### src/rtl/pipe_stall_ctrl.sv
module pipe_stall_ctrl #(
  parameter int DEPTH = 3,
  parameter bit RST_ACTIVE_HIGH = 1'b1
) (
  input  logic clk,
  input  logic rst,
  input  logic ce,
  input  logic up_valid,
  output logic up_ready,
  output logic dn_valid,
  input  logic dn_ready,
  output logic adv_en
);
  logic [DEPTH-1:0] vld;
  logic rst_act;
  logic go;

  assign rst_act  = RST_ACTIVE_HIGH ? rst : ~rst;
  assign go       = dn_ready | ~vld[DEPTH-1];
  assign up_ready = go;
  assign adv_en   = go & ce;
  assign dn_valid = vld[DEPTH-1];

  always_ff @(posedge clk) begin
    if (rst_act) begin
      vld <= '0;
    end else if (adv_en) begin
      vld[0] <= up_valid;
      for (int i = 1; i < DEPTH; i++) vld[i] <= vld[i-1];
    end
  end
endmodule


### config.mk
export PLATFORM = sky130hd
export DESIGN_NAME = pipe_stall_ctrl
export DESIGN_NICKNAME = d
export VERILOG_FILES = /design/src/rtl/pipe_stall_ctrl.sv
export SDC_FILE = /design/constraint.sdc
export NUM_CORES = 1
export LEC_CHECK = 0
export BUFFER_PORTS_ARGS = -buffer_cell sky130_fd_sc_hd__clkbuf_2
export CAP_MARGIN = 20
export CORE_AREA = 5 5 42 44
export DETAILED_ROUTE_END_ITERATION = 16
export DIE_AREA = 0 0 47 49
export SETUP_SLACK_MARGIN = 0.2
export SLEW_MARGIN = 15
export SYNTH_ARGS = -nofsm -noshare
export SYNTH_HDL_FRONTEND = slang
export SYNTH_SLANG_ARGS = --single-unit
### constraint.sdc
create_clock -name clk -period 1.7 [get_ports clk]
set_clock_uncertainty 0.15 [all_clocks]
set_input_delay 0.34 -clock clk [delete_from_list [all_inputs] [get_ports clk]]
set_output_delay 0.34 -clock clk [all_outputs]
set_load 0.02 [all_outputs]
## Word level (Yosys, flattened, before mapping)

Cells that the tools add are included.

- Output and inout port bits: 3
- Word-level logic and storage cells: 4
- Flip-flop bits (word level): 3
- Input bits: 5

- Bitwise gates (word level): 3

Operators by type and width:

| kind | number |
|---|---|
| $and A1 B1 Y1 | 1 |
| $not A1 Y1 | 1 |
| $or A1 B1 Y1 | 1 |

## Logic depth before layout (Yosys ltp)

Gate-level depths: netlist (run 1).

- Depth in word-level cells: 3
- Mapped depth: 3
- Mapped depth without buffers: 3

## Worst setup path before layout (run 1)

OpenSTA, ideal clock, no wires.

- Path type: register to output
- Start: register vld[2]
- End: output adv_en
- Arrival: 0.801 ns
- Slack: 0.409 ns
- Required time: 1.210 ns
- Buffers on the path: 0
- Stages on the path, launching flop included: 3
- Path through: dfxtp_1 nand2b_4 and2_4

- Longest elaborated chain between the ends: 3

Ends and longest elaborated chain:

| what | line | RTL |
|---|---|---|
| start: declaration | 14 | `logic [DEPTH-1:0] vld;` |
| start signal: assignment | 26 | `vld <= '0;` |
| $not A1 Y1 | 19 | `assign go = dn_ready \| ~vld[DEPTH-1];` |
| $or A1 B1 Y1 | 19 |  |
| named net up_ready | 9 | `output logic up_ready,` |
| $and A1 B1 Y1 | 21 | `assign adv_en = go & ce;` |
| end: declaration | 12 | `output logic adv_en` |

The timed path passes the listed nets, and every way through them passes these cells.

## Worst setup path in the final report (run 1)

- Start: register vld[2]
- End: output adv_en

- Longest elaborated chain between the ends: 3

Ends and longest elaborated chain:

| what | line |
|---|---|
| $not A1 Y1 | 19 |
| $or A1 B1 Y1 | 19 |
| $and A1 B1 Y1 | 21 |

Every way passes these cells.

==> metrics.md, run 1 <==
| Metric | Value |
|---|---|
| N_diodes | `0` |
| Syn Inst Count | `13` |
| Fin crit share | `0.851` |
| Mean Syn Cell Area | `10.3 µm²` |
| Layout Cells excl Fill | `40` |
| Final core utilization | `0.154` |
| Max reg flops | `3` |
| Ratio of cells with drive above 1 in the final layout | `0.542` |
| Slew HR | `0.899` |
| Crit path DAT | `0.96 ns` |
| Post-CTS Setup Repair Bufs | `0` |
| Die area | `2300 µm²` |
| Pwr/cell area | `1010 nW/µm²` |
| Die W | `47 µm` |
| Via count | `130` |
| Die Ht | `49 µm` |
| Hold Buf Count CTS | `0` |
| Register area share after synthesis | `0.449` |
| Post-Route WL | `around 320 µm` |
| CP Max Fanout | `3` |
| WP data required | `1.21 ns` |
| Number of global-route vias before repair | `136` |
| CTS tree | `done` |
| Largest net degree at the start of global routing | `5` |
| Top post-synthesis cells by area | `dfxtp_1 45%, nand2b_4 10%, nand2b_1 9.3%` |
| Mapped Nets | `18` |
| Congestion Overflow GR | `0` |
| Initial antenna violation count | `0` |
| Port Buffer Count | `7` |
| Via density | `3.25` |
| Most flops, register | `vld` |
| Post-route ant nets | `0` |
| Final TNS setup | `0 ns` |
| Initial Util | `0.0955` |
| DR WL/cell | `8.08 µm` |
| Clock transition at path regs | `0.04 ns` |
| Initial drt markers | `2` |
| Synth unique cells | `10` |
| Synth top area share | `0.449` |
| Layout fillers | `164` |
| Crit end category | `output pin` |
| Final #Nets | `30` |
| Post-Syn Area | `134 µm²` |
| RSZ-0062 raised after global routing | `no` |
| CTS Buf Count | `3` |
| # setup viols final | `0` |
| Multi-input gate area | `roughly 74 µm²` |
| Worst-margin pin slew | `0.149 ns` |
| Status | `complete, no violations` |
| Post-route DRC | `0` |
| Synthesis warning total | `0` |
| Register area | `61.3 µm²` |
| Slew Viols, Final | `0` |
| Setup crit start kind | `flip-flop` |
| DP Cell Count | `36` |
| Cell taking the most area after synthesis | `dfxtp_1` |
| # clock sinks | `3` |
| MaxCap Viol Count | `0` |
| Max Buffers Root-to-Sink | `2` |
| CP Class | `reg2out` |
| H-tree depth | `1` |
| Commonest non-fill, non-tap cell in the layout | `clkbuf_2` |
| Flops & latches, synth | `3` |
| Most frequent cells in the layout | `7 x clkbuf_2, 3 x clkbuf_4, 2 x nand2b_1, 2 x dfxtp_1` |
| Core box area | `1400 µm²` |
| Post-layout min period | `1.45 ns` |
| Global-route wire length before repair | `around 460 µm` |
| Biggest regs | `vld (3)` |
| Detailed Routing Iterations Pass 1 | `3` |
| Peak VDD IR | `0.000158 V` |
| Routability cong. | `about 0.64` |
| Min-Delay Path Class | `in2reg` |
| Io pins | `8` |
| Root Driver | `clkbuf_4` |
| Total track usage | `0.0366` |
| Area Growth Syn to Fin | `61.7%` |
| Final count of hold timing violations | `0` |
| Rows | `14` |
| Clk_lat worst skew | `0.23 ns` |
| P_leak | `a little under 0.1 nW` |
| Min Hold Slack | `0.152 ns` |
| Maximum operating frequency | `691 MHz` |
==> kinds of logic (layout without fill, tap and decap cells) <==
kind of cell	count (synthesis)	in the layout	share of synthesized area
compound gates	2	2	0.0934
simple gates	7	7	0.383
buf+inv	0	11	0
mux	1	1	0.0748
flops	3	3	0.449
==> repair_timing <==
item                                    4_1_cts  5_1_grt
gates resized for setup                       1        0
endpoints found under the hold margin         0        0
endpoints found under the setup margin        1        0
==> metal layers <==
metal | vias to the layer above | wire, µm | GRT usage
met5 | - | 0 | 0
met4 | 0 | 0 | 0.0691
met3 | 0 | 67 | 0.0332
met2 | 7 | 146 | 0.0362
met1 | 55 | 109 | 0.0264
li1 | 68 | - | -
==> through the flow <==
stage | setup WS (ns) | power, W | area [µm²]
floorplan | 0.409 | 0.0000871 | 134
global placement | 0.336 | 0.0000960 | 189
detailed placement | 0.329 | 0.0000964 | 189
CTS | 0.238 | 0.000230 | 216
global route | 0.223 | 0.000233 | 216
finish | 0.253 | 0.000219 | 216
==> where the power goes <==
part           switching, W  internal [W]  total [W]
Clock             0.0000358     0.0000879   0.000124
Combinational    0.00000969     0.0000108  0.0000205
Sequential       0.00000130     0.0000736  0.0000749
Total             0.0000468      0.000172   0.000219
==> area by class of cell <==
class / instances / area share
clock buffers: 4 / 0.121
repair buffers: 7 / 0.162
well taps: 16 / 0.0925
flip-flops and latches: 3 / 0.283
multi-input cells: 10 / 0.341
==> worst max-delay path, cell delays in order, from the launching register on <==
cell and delay [ns]:
dfxtp_2 0.35, nand2b_4 0.06, and2_4 0.16, clkbuf_2 0.15
==> synth_stat cells <==
master    count
dfxtp_1       3
nand2b_1      2
a22oi_1       1
and2_4        1
mux2i_1       1
nand2_1       1
nand2b_4      1
nand4b_1      1
nor2_1        1
o21ai_0       1
==> worst paths after layout <==
check | startpoint | end | slack, ns | cells after the start
setup reg to reg | vld[2] | vld[0] | 0.73 | 3
hold / removal | rst | vld[2] | 0.15 | 2
hold reg to reg | vld[0] | vld[1] | 0.33 | 2
setup / recovery | vld[2] | adv_en | 0.25 | 3
No activity file was read; power rests on OpenSTA's default activity.
==> run 2, diff against run 1 <==
==> constraint.sdc (replaced) <==
create_clock -name clk -period 1.7 [get_ports clk]
set_clock_uncertainty 0.15 [all_clocks]
set_input_delay 0.085 -clock clk [delete_from_list [all_inputs] [get_ports clk]]
set_output_delay 0.085 -clock clk [all_outputs]
set_load 0.02 [all_outputs]
==> run 2 against run 1 <==
- maximum frequency grew 18%
- power grew 0.88%
- critical path depth is the same
- worst hold slack lost 0.14 ns
- clock-buffer cell count is the same
- worst setup slack gained 0.22 ns
- first-iteration DRC count shrank 100%
- via count grew 7.7%
- sequential power is essentially flat
- non-clock buffer count grew 2
- global-route usage is essentially flat
==> metrics.md, run 2 (synthesized netlist as in run 1, its figures left out) <==
| Metric | Value |
|---|---|
| Crit path DAT | `0.99 ns` |
| N_diodes | `0` |
| Clk_lat worst skew | `0.23 ns` |
| DP Cell Count | `36` |
| Clock transition at path regs | `0.03 ns` |
| Die area | `2300 µm²` |
| Overall power | `0.000221 W` |
| Peak VDD IR | `0.000128 V` |
| Worst path slowest cell | `dfxtp_1` |
| Layout fillers | `167` |
| Rows | `14` |
| Final core utilization | `0.168` |
| Maximum operating frequency | `~800 MHz` |
| Setup crit start kind | `flip-flop` |
| Post-route ant nets | `0` |
| Worst-margin pin slew | `~0.16 ns` |
| Worst setup margin | `0.473 ns` |
| Post-Route WL | `~320 µm` |
| CP Class | `reg2out` |
| CTS tree | `done` |
| Ratio of cells with drive above 1 in the final layout | `0.462` |
| Post-layout min period | `1.23 ns` |
| CP Cell Sequence | `nand2b_4 -> and2_4 -> clkbuf_2` |
| Status | `complete, no violations` |
| Root Driver | `clkbuf_4` |
| Area Growth Syn to Fin | `75.7%` |
| Slew Viols, Final | `0` |
| Max reg flops | `3` |
| Die W | `47 µm` |
| Core box area | `approximately 1400 µm²` |
| Place WS | `0.686 ns` |
| Cell depth of the worst flop-to-flop path | `3` |
| Commonest non-fill, non-tap cell in the layout | `clkbuf_2` |
| RSZ-0062 raised after global routing | `no` |
| Crit. path cell count | `3` |
| Die Ht | `between 40 and 50 µm` |
| Final TNS setup | `0 ns` |
| Initial drt markers | `0` |
| Initial Util | `0.0955` |
| Congestion Overflow GR | `0` |
| Detailed Routing Iterations Pass 1 | `1` |
| Min-Delay Path Class | `in2reg` |
| Final count of hold timing violations | `0` |
| # setup viols final | `0` |
| Pwr/cell area | `940 nW/µm²` |
| CP Max Fanout | `3` |
| Fin crit share | `0.722` |
| Routability cong. | `about 0.7` |
| Layout Cells excl Fill | `42` |
| Post-route DRC | `0` |
| WP data required | `1.46 ns` |
| Most frequent cells in the layout | `7 x clkbuf_2, 3 x clkbuf_4, 3 x dfxtp_1` |
| Total track usage | `0.0366` |
| PostCTS Resize Cnt | `0` |
| Biggest regs | `vld (3)` |
| DR WL/cell | `7.52 µm` |
| # clock sinks | `3` |
| Via count | `140` |
| Slew HR | `0.892` |
| Largest net degree at the start of global routing | `5` |
| CTS Buf Count | `3` |
| Via density | `3.33` |
| Number of global-route vias before repair | `154` |
| P_leak | `0.104 nW` |
| Most flops, register | `vld` |
| H-tree depth | `1` |
| Buf/Inv on CP | `1` |
| CP top delay family | `flip-flops` |
| Initial antenna violation count | `0` |
| Io pins | `8` |
| DP HPWL | `241 µm` |
| Hold path depth | `4` |
| Port Buffer Count | `7` |
| Final #Nets | `32` |
| Global-route wire length before repair | `roughly 500 µm` |
| Max Buffers Root-to-Sink | `2` |
| MaxCap Viol Count | `0` |
| Crit end category | `output pin` |
| CP peak stage delay | `0.38 ns` |
[run 2: stage by stage]
| stage | cell area [µm²] | hold slack (ns) |
|---|---|---|
| 2_1_floorplan | 134 | 0.00738 |
| 5_1_grt | 235 | 0.0508 |
| 3_3_place_gp | 189 | 0.142 |
| 4_1_cts | 235 | 0.0104 |
| 6_report | 235 | 0.00842 |
| 3_5_place_dp | 189 | 0.142 |
[run 2: worst paths after layout]
path | startpoint | endpoint | slack [ns]
setup / recovery | vld[2] | adv_en | 0.47
hold / removal | dn_ready | vld[2] | 0.008
setup reg to reg | vld[2] | vld[0] | 0.70
hold reg to reg | vld[1] | vld[1] | 0.32
[run 2: timing repair]
item                      4_1_cts  5_1_grt
buffers inserted                0        0
hold endpoints to repair        2        0
hold buffers                    2        0
[run 2: layout make-up]
type,count,area [µm²],share of cell area
Multi-Input combinational cell,10,73.8,0.314
Sequential cell,3,60.1,0.255
Timing Repair Buffer,9,55.1,0.234
Clock buffer,4,26.3,0.112
Tap cell,16,20.0,0.0851
[run 2: worst register-to-register path: stages (launching register included)]
cell and delay [ns]:
dfxtp_1 0.38, nand2b_4 0.07, and2_4 0.16, o21ai_0 0.16
[run 2: per-layer routing]
| metal | vias up | GRT usage | share of wire | wire [µm] |
|---|---|---|---|---|
| met5 | - | 0 | 0 | 0 |
| met4 | 0 | 0.0415 | 0 | 0 |
| met3 | 0 | 0.0443 | 0.22 | 68 |
| met2 | 7 | 0.0452 | 0.43 | 135 |
| met1 | 61 | 0.0241 | 0.35 | 112 |
| li1 | 72 | - | - | - |
[run 2: power by group]
group | switching (W) | internal (W)
Combinational | 0.0000100 | 0.0000138
Sequential | 0.00000128 | 0.0000735
Clock | 0.0000346 | 0.0000878
Total | 0.0000459 | 0.000175
==> run 3, diff against run 2 <==
clock period = 1.1 ns   (was 1.7 ns; I/O delays follow)
==> run 3 against run 2 <==
- worst setup slack got worse by 0.47 ns
- clock power up 53%
- final cell count increased by 4.8%
- power is 59% higher
- global-route usage rose by 0.42 points
- the run now ends with hold timing left
- die area unchanged
- combinational power rose by 110%
- critical endpoint unchanged
- largest power group unchanged
- sequential power is 52% higher
==> metrics.md, run 3 (synthesized netlist as in run 1, its figures left out) <==
| Metric | Value |
|---|---|
| Status | `complete, but fails checks` |
| Failing checks | `hold timing` |
| DR WL/cell | `7.95 µm` |
| Io pins | `8` |
| WP data required | `roughly 0.9 ns` |
| Crit path DAT | `0.89 ns` |
| Die area | `2300 µm²` |
| Setup crit start kind | `flip-flop` |
| CP peak stage delay | `around 0.35 ns` |
| Biggest regs | `vld (3)` |
| Clock transition at path regs | `0.04 ns` |
| # clock sinks | `3` |
| Pwr/cell area | `1250 nW/µm²` |
| Peak VDD IR | `0.000224 V` |
| Min-Delay Path Class | `in2reg` |
| CP Cell Sequence | `nand2b_4 -> and2_4 -> buf_8` |
| Port Buffer Count | `7` |
| Crit end category | `output pin` |
| Initial Util | `0.0955` |
| Post-Route WL | `350 µm` |
| Congestion Overflow GR | `0` |
| Number of global-route vias before repair | `160` |
| Worst-margin pin slew | `0.110 ns` |
| Max reg flops | `3` |
| Post-route ant nets | `0` |
| Final count of hold timing violations | `2` |
| CP Class | `reg2out` |
| N_diodes | `0` |
| Total track usage | `0.0408` |
| Most flops, register | `vld` |
| Final core utilization | `0.200` |
| CTS Buf Count | `3` |
| Maximum operating frequency | `~910 MHz` |
| Global-route wire length before repair | `586 µm` |
| Die Ht | `49 µm` |
| Final TNS setup | `0 ns` |
| Via density | `3.30` |
| Ratio of cells with drive above 1 in the final layout | `0.571` |
| Routability cong. | `0.648` |
| Area Growth Syn to Fin | `109%` |
| Via count | `145` |
| # setup viols final | `0` |
| Slew Viols, Final | `0` |
| Detailed Routing Iterations Pass 1 | `2` |
| Root Driver | `clkbuf_4` |
| Worst path slowest cell | `dfxtp_4` |
| Final #Nets | `34` |
| Min Hold Slack | `-0.0161 ns` |
| H-tree depth | `1` |
| Clk_lat worst skew | `0.23 ns` |
| Slew HR | `0.925` |
| Most frequent cells in the layout | `4 x clkbuf_4, 4 x clkbuf_2` |
| CP top delay family | `flip-flops` |
| CP Max Fanout | `3` |
| RSZ-0062 raised after global routing | `yes` |
| DP HPWL | `about 260 µm` |
| Initial antenna violation count | `0` |
| Max Buffers Root-to-Sink | `2` |
| Core box area | `1400 µm²` |
| Post-route DRC | `0` |
| Buf/Inv on CP | `1` |
| MaxCap Viol Count | `0` |
| Post-layout min period | `about 1.1 ns` |
| Die W | `47 µm` |
| P_leak | `0.124 nW` |
| Initial drt markers | `1` |
| CTS tree | `done` |
| Largest net degree at the start of global routing | `5` |
| Fin crit share | `0.996` |
| Rows | `14` |
run 3: layer usage:
layer,up-vias,part of all wire,global-route usage
met5,-,0,0
met3,0,0.17,0.0480
met2,7,0.43,0.0520
met1,61,0.40,0.0284
met4,0,0,0.0415
li1,77,-,-
run 3: final cells by class:
cell class | instances | area [µm²]
flip-flops and latches | 3 | 63.8
repair buffers | 11 | 92.6
fillers | 163 | 1120
clock buffers | 4 | 26.3
multi-input cells | 10 | 77.6
well taps | 16 | 20.0
run 3: report_power, final:
part | internal [W] | switching, W
Clock | 0.000136 | 0.0000519
Sequential | 0.000112 | 0.00000186
Combinational | 0.0000308 | 0.0000187
Total | 0.000278 | 0.0000724
run 3: final timing paths:
path,start,end,slack (ns),cells after the start
worst min-delay path,rst,vld[0],-0.02,3
worst min register to register,vld[1],vld[1],0.33,2
worst max register to register,vld[2],vld[1],0.05,4
worst max-delay path,vld[2],adv_en,0.005,3
run 3: tightest hold or removal path, delay by kind of cell:
kind | cells | cell delay [ns]
and+or+nand+nor | 1 | 0.12
buffers and inverters | 1 | 0.09
AOI/OAI and AO/OA | 1 | 0.05
run 3: through the flow:
step | instance area, µm² | hold slack [ns] | cells | worst slack [ns] | total power [W]
floorplan | 138 | -0.0323 | 13 | 0.0589 | 0.000133
global placement | 193 | 0.102 | 36 | 0.155 | 0.000147
CTS | 278 | -0.0196 | 44 | -0.0218 | 0.000360
finish | 280 | -0.0161 | 44 | 0.00465 | 0.000350
global route | 280 | 0.00135 | 44 | -0.0348 | 0.000380
detailed placement | 193 | 0.107 | 36 | 0.147 | 0.000147
run 3: repair_timing:
action | in CTS | in global routing
buffers inserted | 2 | 0
endpoints found under the hold margin | 3 | 0
setup endpoints to repair | 5 | 6
pin swaps | 1 | 0
hold buffers | 2 | 0
resized for setup | 7 | 2
